## config.mk

```make
export PLATFORM = sky130hd
export DESIGN_NAME = pata_pio_engine
export DESIGN_NICKNAME = d
export VERILOG_FILES = /design/src/rtl/pata_pio_pkg.sv /design/src/rtl/pata_pio_regs.sv /design/src/rtl/pata_pio_seq.sv /design/src/rtl/pata_pio_engine.sv
export SDC_FILE = /design/constraint.sdc
export NUM_CORES = 1
export LEC_CHECK = 0
export ABC_AREA = 1
export BUFFER_PORTS_ARGS = -buffer_cell sky130_fd_sc_hd__buf_2
export CAP_MARGIN = 20
export CORE_UTILIZATION = 60
export DETAILED_ROUTE_END_ITERATION = 10
export PLACE_DENSITY = 0.89
export SKIP_LAST_GASP = 1
export SLEW_MARGIN = 20
export SYNTH_ARGS = -nofsm -noshare
export SYNTH_HDL_FRONTEND = slang
export SYNTH_SLANG_ARGS = --single-unit
```

## constraint.sdc

```tcl
create_clock -name clk -period 8.25 [get_ports clk]
set_input_delay 1.65 -clock clk [delete_from_list [all_inputs] [get_ports clk]]
set_output_delay 1.65 -clock clk [all_outputs]
set_load 0.01 [all_outputs]
```

## src/rtl/pata_pio_pkg.sv

```systemverilog
// Package: register offsets, control bit positions and the cycle phase
// type shared by the PIO engine, its submodules and its bench.
package pata_pio_pkg;

    localparam int REG_AW = 4;

    localparam logic [REG_AW-1:0] OFS_CTRL   = 4'd0;
    localparam logic [REG_AW-1:0] OFS_DADDR  = 4'd1;
    localparam logic [REG_AW-1:0] OFS_TX     = 4'd2;
    localparam logic [REG_AW-1:0] OFS_RX     = 4'd3;
    localparam logic [REG_AW-1:0] OFS_LEN    = 4'd4;
    localparam logic [REG_AW-1:0] OFS_STAT   = 4'd5;
    localparam logic [REG_AW-1:0] OFS_MASK   = 4'd6;
    localparam logic [REG_AW-1:0] OFS_REGTIM = 4'd7;
    localparam logic [REG_AW-1:0] OFS_DTIMA  = 4'd8;
    localparam logic [REG_AW-1:0] OFS_DTIMB  = 4'd9;

    localparam int CB_START = 0;
    localparam int CB_DIR   = 1;
    localparam int CB_IORDY = 2;
    localparam int CB_RST   = 3;

    localparam int SB_DONE  = 0;
    localparam int SB_DEV   = 1;
    localparam int STAT_W   = 2;

    typedef enum logic [1:0] {
        PH_IDLE   = 2'd0,
        PH_SETUP  = 2'd1,
        PH_STROBE = 2'd2,
        PH_RECOV  = 2'd3
    } pio_phase_e;

endpackage

```

## src/rtl/pata_pio_regs.sv

```systemverilog
// Register file of the PIO engine.
// Holds the software-visible configuration, the receive word and the
// sticky interrupt status. It produces the start request for the sequencer.
// Assumes ata_intrq is already synchronous to clk.
module pata_pio_regs
    import pata_pio_pkg::*;
#(
    parameter int DATA_W = 16,
    parameter int CNT_W  = 8
) (
    input  logic              clk,
    input  logic              rst_n,
    input  logic              reg_wr,
    input  logic [REG_AW-1:0] reg_addr,
    input  logic [DATA_W-1:0] reg_wdata,
    output logic [DATA_W-1:0] reg_rdata,
    input  logic              busy,
    input  logic              cycle_done,
    input  logic              rx_load,
    input  logic [DATA_W-1:0] rx_data,
    input  logic              intrq,
    output logic              start_req,
    output logic              start_dir,
    output logic              iordy_en,
    output logic              dev_rst,
    output logic [3:0]        dev_addr,
    output logic [DATA_W-1:0] txbuf,
    output logic [DATA_W-1:0] xfer_len,
    output logic [CNT_W-1:0]  t1,
    output logic [CNT_W-1:0]  t4,
    output logic [CNT_W-1:0]  teoc_reg,
    output logic [CNT_W-1:0]  t2_reg,
    output logic [CNT_W-1:0]  teoc_dat,
    output logic [CNT_W-1:0]  t2_dat,
    output logic              irq
);

    logic [DATA_W-1:0] rxbuf;
    logic [DATA_W-1:0] regtim, dtim_a, dtim_b;
    logic [STAT_W-1:0] status, mask;
    logic              wr_ctrl, wr_stat;
    logic [STAT_W-1:0] clr_bits;

    assign wr_ctrl   = reg_wr && (reg_addr == OFS_CTRL);
    assign wr_stat   = reg_wr && (reg_addr == OFS_STAT);
    assign clr_bits  = wr_stat ? reg_wdata[STAT_W-1:0] : '0;
    assign start_req = wr_ctrl && reg_wdata[CB_START];
    assign start_dir = reg_wdata[CB_DIR];

    assign t2_reg   = regtim[CNT_W-1:0];
    assign teoc_reg = regtim[2*CNT_W-1:CNT_W];
    assign t1       = dtim_a[CNT_W-1:0];
    assign t2_dat   = dtim_a[2*CNT_W-1:CNT_W];
    assign teoc_dat = dtim_b[CNT_W-1:0];
    assign t4       = dtim_b[2*CNT_W-1:CNT_W];

    // Configuration registers written by software.
    always_ff @(posedge clk) begin
        if (!rst_n) begin
            iordy_en <= 1'b0;
            dev_rst  <= 1'b0;
            dev_addr <= '0;
            txbuf    <= '0;
            xfer_len <= '0;
            mask     <= '0;
            regtim   <= '0;
            dtim_a   <= '0;
            dtim_b   <= '0;
        end else if (reg_wr) begin
            case (reg_addr)
                OFS_CTRL: begin
                    iordy_en <= reg_wdata[CB_IORDY];
                    dev_rst  <= reg_wdata[CB_RST];
                end
                OFS_DADDR:  dev_addr <= reg_wdata[3:0];
                OFS_TX:     txbuf    <= reg_wdata;
                OFS_LEN:    xfer_len <= reg_wdata;
                OFS_MASK:   mask     <= reg_wdata[STAT_W-1:0];
                OFS_REGTIM: regtim   <= reg_wdata;
                OFS_DTIMA:  dtim_a   <= reg_wdata;
                OFS_DTIMB:  dtim_b   <= reg_wdata;
                default: ;
            endcase
        end
    end

    // Receive word, loaded only at the read sampling point.
    always_ff @(posedge clk) begin
        if (!rst_n)       rxbuf <= '0;
        else if (rx_load) rxbuf <= rx_data;
    end

    // Sticky status: a new event wins over a same-clock clear.
    always_ff @(posedge clk) begin
        if (!rst_n) begin
            status <= '0;
        end else begin
            status[SB_DONE] <= (status[SB_DONE] & ~clr_bits[SB_DONE]) | cycle_done;
            status[SB_DEV]  <= (status[SB_DEV]  & ~clr_bits[SB_DEV])  | intrq;
        end
    end

    // Masked host interrupt.
    assign irq = |(status & mask);

    // Read-back multiplexer.
    always_comb begin
        reg_rdata = '0;
        case (reg_addr)
            OFS_CTRL: begin
                reg_rdata[CB_START] = busy;
                reg_rdata[CB_IORDY] = iordy_en;
                reg_rdata[CB_RST]   = dev_rst;
            end
            OFS_DADDR:  reg_rdata[3:0] = dev_addr;
            OFS_TX:     reg_rdata = txbuf;
            OFS_RX:     reg_rdata = rxbuf;
            OFS_LEN:    reg_rdata = xfer_len;
            OFS_STAT:   reg_rdata[STAT_W-1:0] = status;
            OFS_MASK:   reg_rdata[STAT_W-1:0] = mask;
            OFS_REGTIM: reg_rdata = regtim;
            OFS_DTIMA:  reg_rdata = dtim_a;
            OFS_DTIMB:  reg_rdata = dtim_b;
            default:    reg_rdata = '0;
        endcase
    end

    assert_done_sticky_R9: assert property (@(posedge clk) disable iff (!rst_n)
        (status[SB_DONE] && !clr_bits[SB_DONE]) |=> status[SB_DONE]);

    assert_rx_only_at_sample_R3: assert property (@(posedge clk) disable iff (!rst_n)
        !rx_load |=> $stable(rxbuf));

    assert_devint_latched_R13: assert property (@(posedge clk) disable iff (!rst_n)
        intrq |=> status[SB_DEV]);

endmodule

```

## src/rtl/pata_pio_seq.sv

```systemverilog
// Phase sequencer of the PIO engine.
// Runs setup, strobe and recovery phases with one down-counter, repeats
// them for the transfer length, and decodes the bus pins from the phase.
// Timing inputs are read at each phase entry and must not change during
// a cycle. ata_iordy is assumed synchronous to clk.
module pata_pio_seq
    import pata_pio_pkg::*;
#(
    parameter int DATA_W = 16,
    parameter int CNT_W  = 8
) (
    input  logic              clk,
    input  logic              rst_n,
    input  logic              start_req,
    input  logic              start_dir,
    input  logic [3:0]        dev_addr,
    input  logic [DATA_W-1:0] txbuf,
    input  logic [DATA_W-1:0] xfer_len,
    input  logic [CNT_W-1:0]  t1,
    input  logic [CNT_W-1:0]  t4,
    input  logic [CNT_W-1:0]  teoc_reg,
    input  logic [CNT_W-1:0]  t2_reg,
    input  logic [CNT_W-1:0]  teoc_dat,
    input  logic [CNT_W-1:0]  t2_dat,
    input  logic              iordy_en,
    input  logic              iordy,
    output logic              busy,
    output logic              cycle_done,
    output logic              rx_load,
    output logic              cs0_n,
    output logic              cs1_n,
    output logic [2:0]        da,
    output logic              dior_n,
    output logic              diow_n,
    output logic [DATA_W-1:0] dout,
    output logic              doe
);

    pio_phase_e        ph;
    logic [CNT_W-1:0]  cnt, hcnt;
    logic [DATA_W-1:0] rem;
    logic              dir_w;
    logic [3:0]        lat_addr;
    logic              data_port, ready;
    logic [CNT_W-1:0]  teoc_sel, t2_sel, t2_eff, rec_len;

    // Count minus one, with a programmed zero acting as one.
    function automatic logic [CNT_W-1:0] m1(input logic [CNT_W-1:0] x);
        return (x == '0) ? '0 : x - 1'b1;
    endfunction

    // Timing selection: the data port uses the data words, others the register word.
    always_comb begin
        data_port = (lat_addr == 4'd0);
        teoc_sel  = data_port ? teoc_dat : teoc_reg;
        t2_sel    = data_port ? t2_dat   : t2_reg;
        t2_eff    = (t2_sel == '0) ? CNT_W'(1) : t2_sel;
        rec_len   = (t4 > t2_eff) ? t4 : t2_eff;
        ready     = !iordy_en || iordy;
    end

    // Phase state machine with its phase, hold and remaining-cycle counters.
    always_ff @(posedge clk) begin
        if (!rst_n) begin
            ph       <= PH_IDLE;
            cnt      <= '0;
            hcnt     <= '0;
            rem      <= '0;
            dir_w    <= 1'b0;
            lat_addr <= '0;
            dout     <= '0;
        end else begin
            case (ph)
                PH_IDLE: if (start_req) begin
                    ph       <= PH_SETUP;
                    cnt      <= m1(t1);
                    rem      <= (xfer_len == '0) ? '0 : xfer_len - 1'b1;
                    dir_w    <= start_dir;
                    lat_addr <= dev_addr;
                    dout     <= txbuf;
                end
                PH_SETUP: begin
                    if (cnt == '0) begin
                        ph  <= PH_STROBE;
                        cnt <= m1(teoc_sel);
                    end else begin
                        cnt <= cnt - 1'b1;
                    end
                end
                PH_STROBE: begin
                    if (cnt != '0) begin
                        cnt <= cnt - 1'b1;
                    end else if (ready) begin
                        ph   <= PH_RECOV;
                        cnt  <= rec_len - 1'b1;
                        hcnt <= t4;
                    end
                end
                PH_RECOV: begin
                    if (hcnt != '0) hcnt <= hcnt - 1'b1;
                    if (cnt == '0) begin
                        if (rem != '0) begin
                            rem <= rem - 1'b1;
                            ph  <= PH_SETUP;
                            cnt <= m1(t1);
                        end else begin
                            ph <= PH_IDLE;
                        end
                    end else begin
                        cnt <= cnt - 1'b1;
                    end
                end
                default: ph <= PH_IDLE;
            endcase
        end
    end

    // Event pulses toward the register file.
    assign busy       = (ph != PH_IDLE);
    assign cycle_done = (ph == PH_RECOV) && (cnt == '0) && (rem == '0);
    assign rx_load    = (ph == PH_STROBE) && (cnt == '0) && ready && !dir_w;

    // Bus pin decode from the current phase.
    always_comb begin
        cs0_n  = !(busy && !lat_addr[3]);
        cs1_n  = !(busy &&  lat_addr[3]);
        da     = busy ? lat_addr[2:0] : 3'd0;
        dior_n = !((ph == PH_STROBE) && !dir_w);
        diow_n = !((ph == PH_STROBE) &&  dir_w);
        doe    = dir_w && ((ph == PH_SETUP) || (ph == PH_STROBE) ||
                           ((ph == PH_RECOV) && (hcnt != '0)));
    end

    assert_strobes_exclusive_R5: assert property (@(posedge clk) disable iff (!rst_n)
        !(!dior_n && !diow_n));

    assert_strobe_one_select_R4: assert property (@(posedge clk) disable iff (!rst_n)
        (!dior_n || !diow_n) |-> ($countones({cs0_n, cs1_n}) == 1));

    assert_iordy_stretch_R8: assert property (@(posedge clk) disable iff (!rst_n)
        (ph == PH_STROBE && iordy_en && !iordy) |=> (ph == PH_STROBE));

    assert_busy_ignores_start_R10: assert property (@(posedge clk) disable iff (!rst_n)
        (busy && start_req) |=> ($stable(lat_addr) && $stable(dir_w) && $stable(dout)));

endmodule

```

## src/rtl/pata_pio_engine.sv

```systemverilog
// Top of the parallel ATA PIO register-cycle engine.
// Joins the register file and the phase sequencer; the bus reset line
// follows the reset control bit directly.
module pata_pio_engine
    import pata_pio_pkg::*;
#(
    parameter int DATA_W = 16
) (
    input  logic              clk,
    input  logic              rst_n,
    input  logic              reg_wr,
    input  logic [3:0]        reg_addr,
    input  logic [DATA_W-1:0] reg_wdata,
    output logic [DATA_W-1:0] reg_rdata,
    output logic              ata_cs0_n,
    output logic              ata_cs1_n,
    output logic [2:0]        ata_da,
    output logic              ata_dior_n,
    output logic              ata_diow_n,
    output logic [DATA_W-1:0] ata_dout,
    output logic              ata_dout_en,
    input  logic [DATA_W-1:0] ata_din,
    input  logic              ata_iordy,
    input  logic              ata_intrq,
    output logic              ata_reset_n,
    output logic              host_irq
);

    localparam int CNT_W = DATA_W / 2;

    logic              busy, cycle_done, rx_load, start_req, start_dir;
    logic              iordy_en, dev_rst;
    logic [3:0]        dev_addr;
    logic [DATA_W-1:0] txbuf, xfer_len;
    logic [CNT_W-1:0]  t1, t4, teoc_reg, t2_reg, teoc_dat, t2_dat;

    pata_pio_regs #(.DATA_W(DATA_W), .CNT_W(CNT_W)) u_regs (
        .clk(clk), .rst_n(rst_n),
        .reg_wr(reg_wr), .reg_addr(reg_addr), .reg_wdata(reg_wdata),
        .reg_rdata(reg_rdata),
        .busy(busy), .cycle_done(cycle_done), .rx_load(rx_load),
        .rx_data(ata_din), .intrq(ata_intrq),
        .start_req(start_req), .start_dir(start_dir),
        .iordy_en(iordy_en), .dev_rst(dev_rst),
        .dev_addr(dev_addr), .txbuf(txbuf), .xfer_len(xfer_len),
        .t1(t1), .t4(t4), .teoc_reg(teoc_reg), .t2_reg(t2_reg),
        .teoc_dat(teoc_dat), .t2_dat(t2_dat),
        .irq(host_irq)
    );

    pata_pio_seq #(.DATA_W(DATA_W), .CNT_W(CNT_W)) u_seq (
        .clk(clk), .rst_n(rst_n),
        .start_req(start_req), .start_dir(start_dir),
        .dev_addr(dev_addr), .txbuf(txbuf), .xfer_len(xfer_len),
        .t1(t1), .t4(t4), .teoc_reg(teoc_reg), .t2_reg(t2_reg),
        .teoc_dat(teoc_dat), .t2_dat(t2_dat),
        .iordy_en(iordy_en), .iordy(ata_iordy),
        .busy(busy), .cycle_done(cycle_done), .rx_load(rx_load),
        .cs0_n(ata_cs0_n), .cs1_n(ata_cs1_n), .da(ata_da),
        .dior_n(ata_dior_n), .diow_n(ata_diow_n),
        .dout(ata_dout), .doe(ata_dout_en)
    );

    // Bus reset follows the control bit for as long as it is set.
    assign ata_reset_n = !dev_rst;

endmodule

```

==> flow_summary.html <==
<table>
<tr><th>Metric</th><th>Value</th></tr>
<tr><th colspan="2">Status</th></tr>
<tr><td>Result of the run</td><td>complete, no violations</td></tr>
<tr><th colspan="2">Clocking</th></tr>
<tr><td>Num Clock Sinks</td><td>161</td></tr>
<tr><td>Clock input transition at the sequential cells of the worst setup and hold paths</td><td>0.07 ns</td></tr>
<tr><td>Buffer type at the clock tree root</td><td>clkbuf_16</td></tr>
<tr><td>Post-cts sizing count</td><td>0</td></tr>
<tr><td>Number of buffers on the longest clock path</td><td>2</td></tr>
<tr><td>Clock tree from TritonCTS</td><td>done</td></tr>
<tr><td>Post-CTS Repair Setup Buffers</td><td>0</td></tr>
<tr><td>Post-cts hold buffer count</td><td>0</td></tr>
<tr><td>Total clock buffers created by CTS</td><td>17</td></tr>
<tr><td>Clock latency reported for the late side of the worst-skew pair</td><td>0.44 ns</td></tr>
<tr><td>H-tree depth reported by CTS</td><td>4</td></tr>
<tr><th colspan="2">Critical path</th></tr>
<tr><td>Startpoint of the most critical register-to-register path</td><td>u_seq.lat_addr[1]</td></tr>
<tr><td>Number of cell instances on the worst register-to-register path</td><td>17</td></tr>
<tr><td>Worst R2R End</td><td>u_seq.cnt[2]</td></tr>
<tr><td>Setup Crit Path Kind</td><td>input port to output pin</td></tr>
<tr><td>Critical path required time</td><td>6.60 ns</td></tr>
<tr><td>Crit path max fanout</td><td>18</td></tr>
<tr><td>Register-to-register setup slack</td><td>4.74 ns</td></tr>
<tr><td>Endpoint kind of the worst setup timing path</td><td>output pin</td></tr>
<tr><td>Critical path data arrival time</td><td>3.41 ns</td></tr>
<tr><td>Startpoint class of the critical path</td><td>input port</td></tr>
<tr><th colspan="2">Logic synthesis</th></tr>
<tr><td>Mean cell area of the mapped netlist</td><td>6.956 sq um</td></tr>
<tr><td>Flip-flop and latch count after synthesis</td><td>161</td></tr>
<tr><td>FFs w/ async S/R, synth</td><td>0%</td></tr>
<tr><td>Number of nets in the synthesized netlist</td><td>1343</td></tr>
<tr><td>Count of flip-flops with a built-in enable after synthesis</td><td>0</td></tr>
<tr><td>Seq/Total Area, Yosys</td><td>36.23%</td></tr>
<tr><td>Distinct cells, synth</td><td>51</td></tr>
<tr><td>Dominant register cell in the synthesized netlist</td><td>dfxtp_1</td></tr>
<tr><td>Number of cells produced by synthesis</td><td>1279</td></tr>
<tr><td>Synth warn</td><td>0</td></tr>
<tr><td>Post-Syn Area</td><td>8897 sq um</td></tr>
<tr><th colspan="2">Floorplanning</th></tr>
<tr><td>Starting density of the core</td><td>61.45%</td></tr>
<tr><td>Width of the chip</td><td>123.8 microns</td></tr>
<tr><td>Number of top-level pins</td><td>83</td></tr>
<tr><td>CORE AREA</td><td>14480 sq um</td></tr>
<tr><td>Die footprint</td><td>15320 sq um</td></tr>
<tr><td>Number of placement rows</td><td>44</td></tr>
<tr><td>Floorplan die height</td><td>123.8 microns</td></tr>
<tr><th colspan="2">STA</th></tr>
<tr><td>Count of final setup violators</td><td>0</td></tr>
<tr><td>RSZ-0062 raised after global routing</td><td>false</td></tr>
<tr><td>Slew headroom</td><td>30.19%</td></tr>
<tr><td>Final Hold Slack</td><td>0.4594 ns</td></tr>
<tr><td>Tcrit/Tclk final</td><td>61.39%</td></tr>
<tr><td>Hold Vio Cnt, Final</td><td>0</td></tr>
<tr><td>Measured slew at the worst slew-check pin</td><td>1.046 ns</td></tr>
<tr><td>Highest clock rate</td><td>0.1974 GHz</td></tr>
<tr><td>Final critical-path setup slack</td><td>3.185 ns</td></tr>
<tr><td>Minimum clock period after layout</td><td>5.065 ns</td></tr>
<tr><td>Summed negative setup slack over all endpoints</td><td>0 ns</td></tr>
<tr><td>Max Clock Skew</td><td>0.009734 ns</td></tr>
<tr><td>Max-slew violation count</td><td>0</td></tr>
<tr><th colspan="2">GRT</th></tr>
<tr><td>Number of global-route vias before repair</td><td>8086</td></tr>
<tr><td>Total track usage</td><td>35.22%</td></tr>
<tr><td>Maximum number of pins on one net before global-route repair</td><td>137</td></tr>
<tr><td>Initial antenna violation count</td><td>0</td></tr>
<tr><td>Final global-route overflow total</td><td>0</td></tr>
<tr><td>Wire length of the first global-routing pass</td><td>41.43 mm</td></tr>
<tr><th colspan="2">Routing</th></tr>
<tr><td>DRT antenna net count</td><td>0</td></tr>
<tr><td>Number of remaining DRC errors</td><td>0</td></tr>
<tr><td>Drt first pass iters</td><td>8</td></tr>
<tr><td>Final routed wirelength across all metal layers</td><td>26.15 mm</td></tr>
<tr><td>DR vias</td><td>9223</td></tr>
<tr><td>Average routed wire per standard cell</td><td>17.18 microns</td></tr>
<tr><td>DR iter-0 viols</td><td>1188</td></tr>
<tr><td>Number of vias per cell after detailed routing</td><td>6.060</td></tr>
<tr><th colspan="2">Final layout</th></tr>
<tr><td>Area of the multi-input gates</td><td>4730 sq um</td></tr>
<tr><td>Final instance area</td><td>9950 sq um</td></tr>
<tr><td>Area Growth Syn to Fin</td><td>11.83%</td></tr>
<tr><td>Register area</td><td>3223 sq um</td></tr>
<tr><td>Net count of the finished layout</td><td>1389</td></tr>
<tr><td>FILL cells</td><td>1191</td></tr>
<tr><td>Post-Layout Cell Count</td><td>1522</td></tr>
<tr><td>ANT cells</td><td>0</td></tr>
<tr><td>Fraction of layout cells with a size suffix above 1</td><td>13.45%</td></tr>
<tr><td>Share of the core filled with cells in the final layout</td><td>68.72%</td></tr>
<tr><th colspan="2">Placed design</th></tr>
<tr><td>Placed Cells incl. Taps</td><td>1490</td></tr>
<tr><td>Gp weighted congestion</td><td>0.9999</td></tr>
<tr><td>IO buf count</td><td>82</td></tr>
<tr><td>Placement Cell Area</td><td>9329 sq um</td></tr>
<tr><td>Worst slack after detailed placement</td><td>3.260 ns</td></tr>
<tr><td>HPWL after detailed placement</td><td>18.66 mm</td></tr>
<tr><th colspan="2">Pwr</th></tr>
<tr><td>Leakage dissipation</td><td>4.201 nW</td></tr>
<tr><td>Maximum resistive drop on vdd</td><td>167.6 uV</td></tr>
<tr><td>Final Power</td><td>2.626 mW</td></tr>
<tr><td>Total power divided by cell area</td><td>264.0 nW/um^2</td></tr>
<tr><th colspan="2">Worst hold path</th></tr>
<tr><td>Hold crit path type</td><td>register to register</td></tr>
<tr><td>Startpoint of the most critical hold path</td><td>u_regs.rxbuf[4]</td></tr>
<tr><td>Endpoint with the worst hold slack</td><td>u_regs.rxbuf[4]</td></tr>
<tr><td>Hold Path Cell Cnt</td><td>2</td></tr>
<tr><th colspan="2">Run</th></tr>
<tr><td>Max-cap violations</td><td>0</td></tr>
</table>
==> cell usage in the layout (no fill, tap or decap), types with 6 or more instances in the layout <==
| master | instances |
|---|---|
| nand3_2 | 9 |
| dfxtp_1 | 161 |
| a21oi_1 | 171 |
| nor2_2 | 8 |
| a211oi_1 | 6 |
| nand2_2 | 9 |
| nand3_1 | 56 |
| ha_1 | 23 |
| o221ai_1 | 12 |
| nor3_1 | 11 |
| o21ai_0 | 179 |
| a221oi_1 | 21 |
| a31oi_1 | 13 |
| nor2_1 | 83 |
| buf_2 | 81 |
| o21ai_2 | 8 |
| nand2_1 | 173 |
| clkbuf_16 | 17 |
| o22ai_1 | 25 |
| xor2_1 | 13 |
| inv_1 | 180 |
==> synth_stat cells, drive strengths merged (17+ instances only) <==
cell    instances  area (sq um)
o21ai         191         997.2
inv           186         700.7
nand2         185         739.4
a21oi         174         882.1
dfxtp         161          3223
nor2           95         406.6
nand3          65         365.3
clkbuf         49         183.9
o22ai          25         156.4
ha             23         287.8
a221oi         21         183.9
nor3           17         121.4
==> cell type report <==
class | instances | share of cell area, %
flip-flops and latches | 161 | 32.39
repair buffers | 86 | 4.489
multi-input cells | 871 | 47.54
clock buffers | 17 | 4.276
inverters | 188 | 7.118
clock inverters | 15 | 1.874
well taps | 184 | 2.314
==> cell families after synthesis <==
logic type | share of synthesized area (%)
AOI/OAI and AO/OA | 28.55
xor gates and xnor gates | 1.673
adders and majority gates | 3.234
buffers and inverters | 10.74
DFF | 36.23
and+or+nand+nor | 19.58
==> worst max-delay path, cell delays in order <==
cell and delay, ns:
buf_2 0.09, inv_1 0.04, nand2_1 0.07, inv_1 0.09, nand2_1 0.16, clkinv_1 0.42, a221oi_1 0.52, o221ai_1 0.20
buf_2 0.17
==> worst max-delay path by stage <==
stage | from | end | slack [ns] | depth (start not counted)
global route | reg_addr[3] | reg_rdata[8] | 3.03 | 9
floorplan | reg_addr[3] | reg_rdata[10] | 3.78 | 8
CTS | reg_addr[3] | reg_rdata[8] | 3.23 | 9
detailed placement | reg_addr[3] | reg_rdata[13] | 3.26 | 9
global placement | reg_addr[3] | reg_rdata[12] | 3.31 | 9
finish | reg_addr[3] | reg_rdata[13] | 3.19 | 9
==> where the power goes <==
group	switching (mW)	internal (mW)	leakage, nW
Clock	0.395	0.415	0.298
Sequential	0.0455	0.840	1.30
Combinational	0.632	0.300	2.60
Total	1.07	1.55	4.20
==> flip-flops by register name (all words and copies together), names as in the netlist, 8 cells and up <==
signal and count:
u_seq.hcnt 8, u_seq.rem 16, u_regs.dtim_b 16, u_seq.dout 16
u_regs.regtim 16, u_regs.xfer_len 16, u_regs.dtim_a 16, u_regs.txbuf 16
u_seq.cnt 8, u_regs.rxbuf 16
==> per-layer routing <==
layer / up-vias / GRT usage (%) / routed length [microns]
met2: 554 / 53.58 / 11360
met5: - / 0 / 0
met4: 0 / 16.34 / 1098
met1: 4141 / 47.95 / 11040
met3: 103 / 6.822 / 2659
li1: 4425 / - / -
Note: power is estimated with default switching activity, not from simulation.
